===== src/rtl/baud_pkg.sv =====
package baud_pkg;
  localparam int DEF_INT_W  = 16;
  localparam int DEF_FRAC_W = 6;

  typedef enum logic {
    GEN_STOPPED = 1'b0,
    GEN_RUNNING = 1'b1
  } gen_state_e;
endpackage


===== src/rtl/baud_div_latch.sv =====
module baud_div_latch #(
  parameter int INT_W  = 16,
  parameter int FRAC_W = 6
) (
  input  logic              clk,
  input  logic              rst,
  input  logic              wr_i,
  input  logic [INT_W-1:0]  int_i,
  input  logic [FRAC_W-1:0] frac_i,
  output logic [INT_W-1:0]  int_o,
  output logic [FRAC_W-1:0] frac_o
);
  always_ff @(posedge clk) begin
    if (rst) begin
      int_o  <= '0;
      frac_o <= '0;
    end else if (wr_i) begin
      int_o  <= int_i;
      frac_o <= frac_i;
    end
  end

  // divisor only moves on a write
  assert_hold_without_write_R5: assert property (@(posedge clk) disable iff (rst)
    !wr_i |=> ($stable(int_o) && $stable(frac_o)));
endmodule


===== src/rtl/baud_frac_acc.sv =====
module baud_frac_acc #(
  parameter int FRAC_W = 6
) (
  input  logic              clk,
  input  logic              rst,
  input  logic              restart_i,
  input  logic              step_i,
  input  logic [FRAC_W-1:0] frac_i,
  output logic              stretch_o
);
  logic [FRAC_W-1:0] acc_q;
  logic [FRAC_W:0]   sum;

  always_comb sum = {1'b0, acc_q} + {1'b0, frac_i};

  always_ff @(posedge clk) begin
    if (rst || restart_i) begin
      acc_q     <= '0;
      stretch_o <= 1'b0;
    end else if (step_i) begin
      acc_q     <= sum[FRAC_W-1:0];
      stretch_o <= sum[FRAC_W];
    end
  end

  // a zero fraction never stretches a period
  assert_no_stretch_zero_frac_R4: assert property (@(posedge clk) disable iff (rst)
    (frac_i == '0 && !restart_i) |=> (frac_i != '0 || !stretch_o));
endmodule


===== src/rtl/baud_period_cnt.sv =====
module baud_period_cnt
  import baud_pkg::*;
#(
  parameter int INT_W = 16
) (
  input  logic             clk,
  input  logic             rst,
  input  logic             restart_i,
  input  logic [INT_W-1:0] div_int_i,
  input  logic             stretch_i,
  output logic             last_o,
  output logic             tick_o
);
  localparam int PER_W = INT_W + 1;

  gen_state_e       state;
  logic [INT_W-1:0] cnt_q;
  logic [PER_W-1:0] period;

  always_comb begin
    state  = (div_int_i == '0) ? GEN_STOPPED : GEN_RUNNING;
    period = {1'b0, div_int_i} + PER_W'(stretch_i);
    last_o = (state == GEN_RUNNING) && !restart_i &&
             ({1'b0, cnt_q} == period - PER_W'(1));
  end

  always_ff @(posedge clk) begin
    if (rst || restart_i || state == GEN_STOPPED) begin
      cnt_q  <= '0;
      tick_o <= 1'b0;
    end else if (last_o) begin
      cnt_q  <= '0;
      tick_o <= 1'b1;
    end else begin
      cnt_q  <= cnt_q + INT_W'(1);
      tick_o <= 1'b0;
    end
  end

  // zero divisor keeps the output low
  assert_zero_div_silent_R7: assert property (@(posedge clk) disable iff (rst)
    (div_int_i == '0) |-> !tick_o);
  // single-cycle pulse once the period is two or more
  assert_pulse_one_cycle_R3: assert property (@(posedge clk) disable iff (rst)
    (tick_o && period >= PER_W'(2)) |=> !tick_o);
  // counter never passes the current period
  assert_cnt_in_range_R2: assert property (@(posedge clk) disable iff (rst)
    (state == GEN_RUNNING) |-> ({1'b0, cnt_q} < period));
  // a write leaves the output low on the next cycle
  assert_restart_quiet_R6: assert property (@(posedge clk) disable iff (rst)
    restart_i |=> !tick_o);
endmodule


===== src/rtl/baud_x16_gen.sv =====
module baud_x16_gen
  import baud_pkg::*;
#(
  parameter int INT_W  = DEF_INT_W,
  parameter int FRAC_W = DEF_FRAC_W
) (
  input  logic              clk,
  input  logic              rst,
  input  logic [INT_W-1:0]  div_int_i,
  input  logic [FRAC_W-1:0] div_frac_i,
  input  logic              cfg_wr_i,
  output logic              tick_x16_o
);
  logic [INT_W-1:0]  act_int;
  logic [FRAC_W-1:0] act_frac;
  logic              stretch;
  logic              last;

  baud_div_latch #(.INT_W(INT_W), .FRAC_W(FRAC_W)) i_latch (
    .clk(clk), .rst(rst), .wr_i(cfg_wr_i),
    .int_i(div_int_i), .frac_i(div_frac_i),
    .int_o(act_int), .frac_o(act_frac)
  );

  baud_frac_acc #(.FRAC_W(FRAC_W)) i_acc (
    .clk(clk), .rst(rst), .restart_i(cfg_wr_i),
    .step_i(last), .frac_i(act_frac), .stretch_o(stretch)
  );

  baud_period_cnt #(.INT_W(INT_W)) i_cnt (
    .clk(clk), .rst(rst), .restart_i(cfg_wr_i),
    .div_int_i(act_int), .stretch_i(stretch),
    .last_o(last), .tick_o(tick_x16_o)
  );

  // output low out of reset
  assert_reset_quiet_R1: assert property (@(posedge clk)
    $past(rst) |-> !tick_x16_o);
endmodule


===== config.mk =====
export PLATFORM = sky130hd
export DESIGN_NAME = baud_x16_gen
export DESIGN_NICKNAME = d
export VERILOG_FILES = /design/src/rtl/baud_pkg.sv /design/src/rtl/baud_div_latch.sv /design/src/rtl/baud_frac_acc.sv /design/src/rtl/baud_period_cnt.sv /design/src/rtl/baud_x16_gen.sv
export SDC_FILE = /design/constraint.sdc
export NUM_CORES = 1
export LEC_CHECK = 0
export CAP_MARGIN = 15
export CORE_ASPECT_RATIO = 2
export CORE_UTILIZATION = 60
export DETAILED_ROUTE_END_ITERATION = 10
export DONT_BUFFER_PORTS = 1
export PLACE_DENSITY = 0.8
export SLEW_MARGIN = 20
export SYNTH_ARGS = -nofsm -noshare
export SYNTH_HDL_FRONTEND = slang
export SYNTH_SLANG_ARGS = --single-unit

===== constraint.sdc =====
create_clock -name clk -period 4.1 [get_ports clk]
set_input_delay 0.41 -clock clk [delete_from_list [all_inputs] [get_ports clk]]
set_output_delay 0.41 -clock clk [all_outputs]
set_load 0.02 [all_outputs]

==> results of run 1 <==
[cells in the final DEF (no fill, tap or decap), drive strengths merged, types with 3 or more instances in the layout]
master / synthesis / routed
nand3: 11 / 11
inv: 11 / 11
mux2i: 29 / 29
nand2: 23 / 23
dfxtp: 46 / 46
xnor2: 21 / 21
a21o: 3 / 3
ha: 9 / 9
a21oi: 9 / 9
and3: 6 / 6
clkbuf: 8 / 5
o21ai: 4 / 4
xor2: 17 / 17
buf: 6 / 3
nor2: 31 / 31
nand4: 3 / 3
nor4: 5 / 5
nor3: 22 / 22
or4b: 3 / 3
[report_power, final]
group / leakage (nW) / total (W) / internal [W] / switching [W]
logic: 0.666 / 0.000117 / 0.0000585 / 0.0000585
clock network: 0.0579 / 0.000329 / 0.000179 / 0.000150
registers: 0.375 / 0.000481 / 0.000460 / 0.0000204
total: 1.10 / 0.000927 / 0.000698 / 0.000229
[kinds of logic after synthesis]
group,after synthesis,synth area share [%]
AO/OA/AOI/OAI,25,5.96
XOR/XNOR,38,12.9
adder cells (fa/ha/maj),10,5.14
buffers and inverters,25,4.41
flip-flops,46,35.7
multiplexers,29,11.2
AND/OR/NAND/NOR,118,24.7
[worst reg2reg max path, stage by stage (launching register included)]
cell,delay (ns)
dfxtp_1,0.32
inv_1,0.07
ha_1,0.18
ha_1,0.20
or4b_4,0.51
nor2b_4,0.18
a31oi_1,0.09
or4b_1,0.52
nand4b_4,0.19
nor4b_4,0.22
buf_4,0.32
mux2i_1,0.22
[routing by layer]
metal | track usage [%] | wire (µm)
met5 | 0 | 0
met4 | 15.2 | 238
met3 | 3.06 | 111
met2 | 54.6 | 3060
met1 | 24.1 | 1950
[path summary, 6_finish.rpt]
| kind | depth (start not counted) | to | slack (ns) |
|---|---|---|---|
| max reg2reg | 11 | i_acc.acc_q[3]$_SDFFE_PP0P_ | 1.02 |
| min | 1 | i_latch.int_o[10]$_SDFFE_PP0P_ | 0.17 |
| max | 11 | i_acc.acc_q[3]$_SDFFE_PP0P_ | 1.02 |
| min reg2reg | 2 | i_acc.stretch_o$_SDFFE_PP0P_ | 0.46 |
[layout make-up]
class,instances,area [µm²]
Clock buffer,5,68.8
Clock inverter,3,40.0
Fill cell,374,1420
Inverter,11,41.3
Multi-Input combinational cell,220,1550
Sequential cell,46,921
Tap cell,52,65.1
Timing Repair Buffer,3,22.5
[sequential cells by signal, summed over array words and instances (netlist names)]
register and flops:
i_acc.stretch_o 1, i_latch.frac_o 6, i_latch.int_o 16, i_acc.acc_q 6
i_cnt.cnt_q 16, i_cnt.tick_o 1
[per-stage QoR]
stage | worst slack (ns) | util [%] | hold WS, ns
2_1_floorplan | 1.16 | - | 0.435
5_1_grt | 0.774 | 65.5 | 0.161
6_report | 1.02 | 65.5 | 0.172
3_5_place_dp | 1.03 | 62.9 | 0.447
4_1_cts | 1.03 | 65.5 | 0.167
3_3_place_gp | 1.11 | 62.9 | 0.445
==> flow_metrics.tcl, run 1 <==
set metrics [dict create \
    synth.area.top_cells "dfxtp_1, mux2i_1, xnor2_1" \
    die_area_um2 4580 \
    netlist_area_um2 2580 \
    synthDistinctLibCells 47 \
    finalCritPeriodShare_pct 75.2 \
    cts_buffers 5 \
    vias_per_cell 5.86 \
    cpMostUsedCell "ha_1" \
    ys_seq_area_share_pct 35.7 \
    synthesis.instances 291 \
    grt_pass1_wl_um 9240 \
    syn-mean-instance-area_um2 8.87 \
    relSlewSlack_pct 61.5 \
    postLayoutCellArea_um2 2710 \
    yosysMostFrequentCell "dfxtp_1" \
    drc 0 \
    total_power_w 0.000927 \
    slew_viol_final 0 \
    max-vdd-ir-drop_v 0.000224 \
    drtAntennaViolNets 0 \
    layout.cells.non_filler 340 \
    cts_setup_buffers 0 \
    grt_setup_unrepaired "false" \
    grt_max_degree 26 \
    area_growth_syn_to_layout_pct 4.80 \
    tightestPinTransition_ns 0.572 \
    routed_wl_um 5370 \
    end_kind "register" \
    hold_class "input pin to register" \
    worstSkewPairLatency_ns 0.30 \
    synth.top_cells.by_count "dfxtp_1, nor2_1, mux2i_1" \
    drtIter0Drc 22 \
    cts.reportedPaths.clkPinSlew_ns 0.08 \
    startpoint "i_latch.int_o[0]$_SDFFE_PP0P_" \
    cts_tree "done" \
    grt_overflow_total 0 \
    io_pins 26 \
    synth_enable_flop_cells 0 \
    leakagePower_nw 1.10 \
    setup_violations 0 \
    vias 1993 \
    crit_fanout 23 \
    clock_sinks 46 \
    hold_viol 0 \
    antenna_found_initial 0 \
    netlist.area_leader.share_pct 35.7 \
    n_antenna_cell 0 \
    synth-seq-cells 46 \
    fp-row-count 33 \
    post_cts_resized 0 \
    finalSetupTns_ns 0 \
    synthArstFlopShare_pct 0 \
    drt_first_pass_iters 4 \
    startpoint_type "register" \
    fin_crit_ns 3.08 \
    critPathArrivalTime_ns 3.32 \
    start_util_pct 62.5 \
    ys.warnings.count 0 \
    gp_congestion 1.00 \
    synth_top_area_cell "dfxtp_1" \
    post-dp-hpwl_um 4130 \
    h-tree-depth 2 \
    grtUsageTotal_pct 26.5 \
    drive_above_1_share_pct 6.25 \
    finClkSkew_ns 0.00459 \
    critPathBufInv 2 \
    crit_path_max_incr_delay_ns 0.52 \
    die_height_um 94.8 \
    syn-num-nets 326 \
    core_um2 4130 \
    placed_cells 332 \
    path_class "register to register" \
    rr_startpoint "i_latch.int_o[0]$_SDFFE_PP0P_" \
    required_ns 4.33 \
    drv_cap 0 \
    critPathTopFamily "simple AND/OR/NAND/NOR gates" \
    hold_buffers 0 \
    grt_pass1_vias 2037 \
    die_x_um 48.4 \
    wl_per_cell_um 15.8 \
    yosys_most_used_dff "dfxtp_1" \
    port_buffers 0 \
    status "completed" \
    root_buffer "clkbuf_8" \
    dpl_cell_area_um2 2600 \
    worstPathCellList "inv_1 > ha_1 > ha_1 > or4b_4 > nor2b_4 > a31oi_1 > or4b_1 > nand4b_4 > nor4b_4 > buf_4 > mux2i_1" \
    maxClockFrequency_mhz 324 \
    finalNetCount 322 \
    p_per_area_nw_per_um2 343 \
    cpMaxStageDelayCell "or4b_1" \
    cts_buffer_depth 2 \
    hold_start "rst" \
]
No activity file was read; power rests on OpenSTA's default activity.
==> inputs of run 2 (changes only) <==
--- a/config.mk
+++ b/config.mk
@@ -5,6 +5,7 @@
 export SDC_FILE = /design/constraint.sdc
 export NUM_CORES = 1
 export LEC_CHECK = 0
+export ABC_AREA = 1
 export CAP_MARGIN = 15
 export CORE_ASPECT_RATIO = 2
 export CORE_UTILIZATION = 60
==> constraint.sdc (replaced) <==
create_clock -name clk -period 3.1 [get_ports clk]
set_input_delay 0.31 -clock clk [delete_from_list [all_inputs] [get_ports clk]]
set_output_delay 0.31 -clock clk [all_outputs]
set_load 0.02 [all_outputs]
==> flow_metrics.tcl, run 2 <==
set metrics [dict create \
    die_area_um2 4780 \
    crit_path_max_incr_delay_ns 0.33 \
    startpoint "i_latch.int_o[0]$_SDFFE_PP0P_" \
    finalSetupTns_ns 0 \
    finalNetCount 437 \
    internal-power_w 0.000915 \
    synthAdderAreaFrac_pct 4.93 \
    hold_viol 0 \
    vias 2394 \
    slew_viol_final 0 \
    leakagePower_nw 1.26 \
    route.met2.wl_um 3240 \
    yosys_most_used_dff "dfxtp_1" \
    hold_class "input pin to register" \
    start_util_pct 62.1 \
    p_sw_w 0.000345 \
    placed_cells 449 \
    netlist.area_leader.share_pct 34.2 \
    rr_startpoint "i_latch.int_o[0]$_SDFFE_PP0P_" \
    synth.area.top_cells "dfxtp_1, nand2_1, nor2_1" \
    port_buffers 0 \
    synth-seq-cells 46 \
    relSlewSlack_pct 45.6 \
    gp_congestion 0.822 \
    yosysMostFrequentCell "nand2_1" \
    highest_layer "met4" \
    cts_buffers 5 \
    synth-simple-area-share_pct 36.8 \
    grtUsageTotal_pct 26.4 \
    muxShareOfSynthArea_pct 0 \
    root_buffer "clkbuf_8" \
    multi_input_area_um2 1540 \
    post-dp-hpwl_um 4490 \
    synth_enable_flop_cells 0 \
    fp-row-count 34 \
    synthDistinctLibCells 30 \
    wl_per_cell_um 12.7 \
    end_kind "register" \
    grt_max_degree 30 \
    drv_cap 0 \
    layout_common_cells "nand2_1, nor2_1, inv_1" \
    synth-compound-area-share_pct 8.18 \
    status "completed" \
    switching_share_pct 27.4 \
    drtIter0Drc 32 \
    die_x_um 49.4 \
    grt_pass1_wl_um 9870 \
    drive_above_1_share_pct 7.44 \
    io_pins 26 \
    pwr-share-comb_pct 14.5 \
    grt_pass1_vias 2342 \
    ys_seq_area_share_pct 34.2 \
    die_height_um 96.7 \
    seq_area_um2 921 \
    finalCritPeriodShare_pct 79.1 \
    required_ns 3.29 \
    p_per_area_nw_per_um2 446 \
    cpMaxStageDelayCell "nand2_2" \
    ys.warnings.count 0 \
    post_cts_resized 0 \
    max-vdd-ir-drop_v 0.000410 \
    path_class "register to register" \
    cts_buffer_depth 2 \
    fin_crit_ns 2.45 \
    core_um2 4340 \
    n_antenna_cell 0 \
    cts.reportedPaths.clkPinSlew_ns 0.09 \
    h-tree-depth 2 \
    cts_tree "done" \
    startpoint_type "register" \
    netlist_area_um2 2690 \
    final_common_cell "nand2_1" \
    crit_fanout 16 \
    synthArstFlopShare_pct 0 \
    tightestPinTransition_ns 0.814 \
    hold_ws_ns 0.0612 \
    cts_setup_buffers 0 \
    synth.top_cells.by_count "nand2_1, nor2_1, inv_1" \
    worstPathCellList "inv_1 > ha_1 > ha_1 > nand2_2 > nor2_4 > nand2_1 > nand3_1 > nand2_1 > inv_2 > nand2_1 > nor2_2 > nand2_2 > nand2_2 > nor2_1" \
    routed_wl_um 5790 \
    worstSkewPairLatency_ns 0.30 \
    synthXorXnorAreaFrac_pct 7.16 \
    synth_top_area_cell "dfxtp_1" \
    drt_first_pass_iters 4 \
    hold_start "rst" \
    layout.cells.non_filler 457 \
    syn-mean-instance-area_um2 6.65 \
    grt_setup_unrepaired "false" \
    critPathArrivalTime_ns 2.64 \
    synthesis.instances 405 \
    reg_top3 "i_cnt.cnt_q: 16 flops, i_latch.int_o: 16 flops" \
    total_power_w 0.00126 \
    synth_top_family_by_area "simple AND/OR/NAND/NOR gates" \
    maxClockFrequency_mhz 408 \
    clockPowerShare_pct 35.6 \
    hold_buffers 0 \
    drc 0 \
    setup_violations 0 \
    area_growth_syn_to_layout_pct 4.79 \
    n_fill_cell 425 \
    syn-num-nets 440 \
    clock_sinks 46 \
    antenna_found_initial 0 \
    drtAntennaViolNets 0 \
    p_seq_share_pct 49.8 \
    drt-met1-wl_um 2260 \
    vias_per_cell 5.24 \
    grt_overflow_total 0 \
    met3_wirelength_um 145 \
    finClkSkew_ns 0.00629 \
]
-- run 2: changes by cell type in the layout (fill, tap and decap cells not counted), sizes merged, moves of 5 or more --
cell,previous run,this run
nand2,23,120
mux2i,29,0
xnor2,21,11
and3,6,0
nor4,5,0
nor3,22,1
nand3,11,19
xor2,17,11
a211oi,1,7
inv,11,50
nor2,31,74
a21oi,9,26
-- run 2: layer usage --
layer / global-route usage (%) / up-vias
li1: - / 1247
met3: 3.93 / 12
met1: 27.1 / 1092
met5: 0 / -
met2: 49.8 / 43
met4: 12.1 / 0
-- run 2: final cells by class --
class / count / area share (%)
Tap cell: 54 / 2.39
Multi-Input combinational cell: 299 / 54.4
Clock buffer: 6 / 2.57
Sequential cell: 46 / 32.6
Inverter: 50 / 6.65
Clock inverter: 2 / 1.33
-- run 2: final timing paths --
path	slack, ns	cells past startpoint	end
worst min-delay path	0.06	1	i_latch.frac_o[2]$_SDFFE_PP0P_
worst max-delay path	0.65	14	i_cnt.cnt_q[13]$_SDFF_PP0_
worst max register to register	0.65	14	i_cnt.cnt_q[13]$_SDFF_PP0_
worst min register to register	0.47	2	i_latch.frac_o[2]$_SDFFE_PP0P_
-- run 2: power by group through the flow --
stage / Clock [W] / Combinational (W) / Sequential (W)
after floorplan: 0 / 0.000159 / 0.000636
after global placement: 0 / 0.000177 / 0.000641
after detailed placement: 0 / 0.000181 / 0.000641
after CTS: 0.000453 / 0.000183 / 0.000628
after global routing: 0.000475 / 0.000208 / 0.000631
final: 0.000449 / 0.000183 / 0.000628
-- run 2: cells by family after synthesis --
logic type      count (synthesis)
fa+ha+maj                      10
compound gates                 40
flops                          46
simple gates                  227
buf+inv                        60
xor+xnor                       22
-- run 2: worst max-delay path, delay by kind of cell (launching register included) --
family / cells / cell delay (ns)
flops: 1 / 0.30
fa+ha+maj: 2 / 0.45
simple gates: 10 / 1.46
buf+inv: 2 / 0.13
-- run 2: through the flow --
| stage | util, % | setup WS, ns | instance area, µm² |
|---|---|---|---|
| after floorplan | - | 1.08 | 2690 |
| final | 65.0 | 0.647 | 2820 |
| after global routing | 65.0 | 0.418 | 2820 |
| after global placement | 62.5 | 0.780 | 2710 |
| after CTS | 65.0 | 0.650 | 2820 |
| after detailed placement | 62.5 | 0.677 | 2710 |
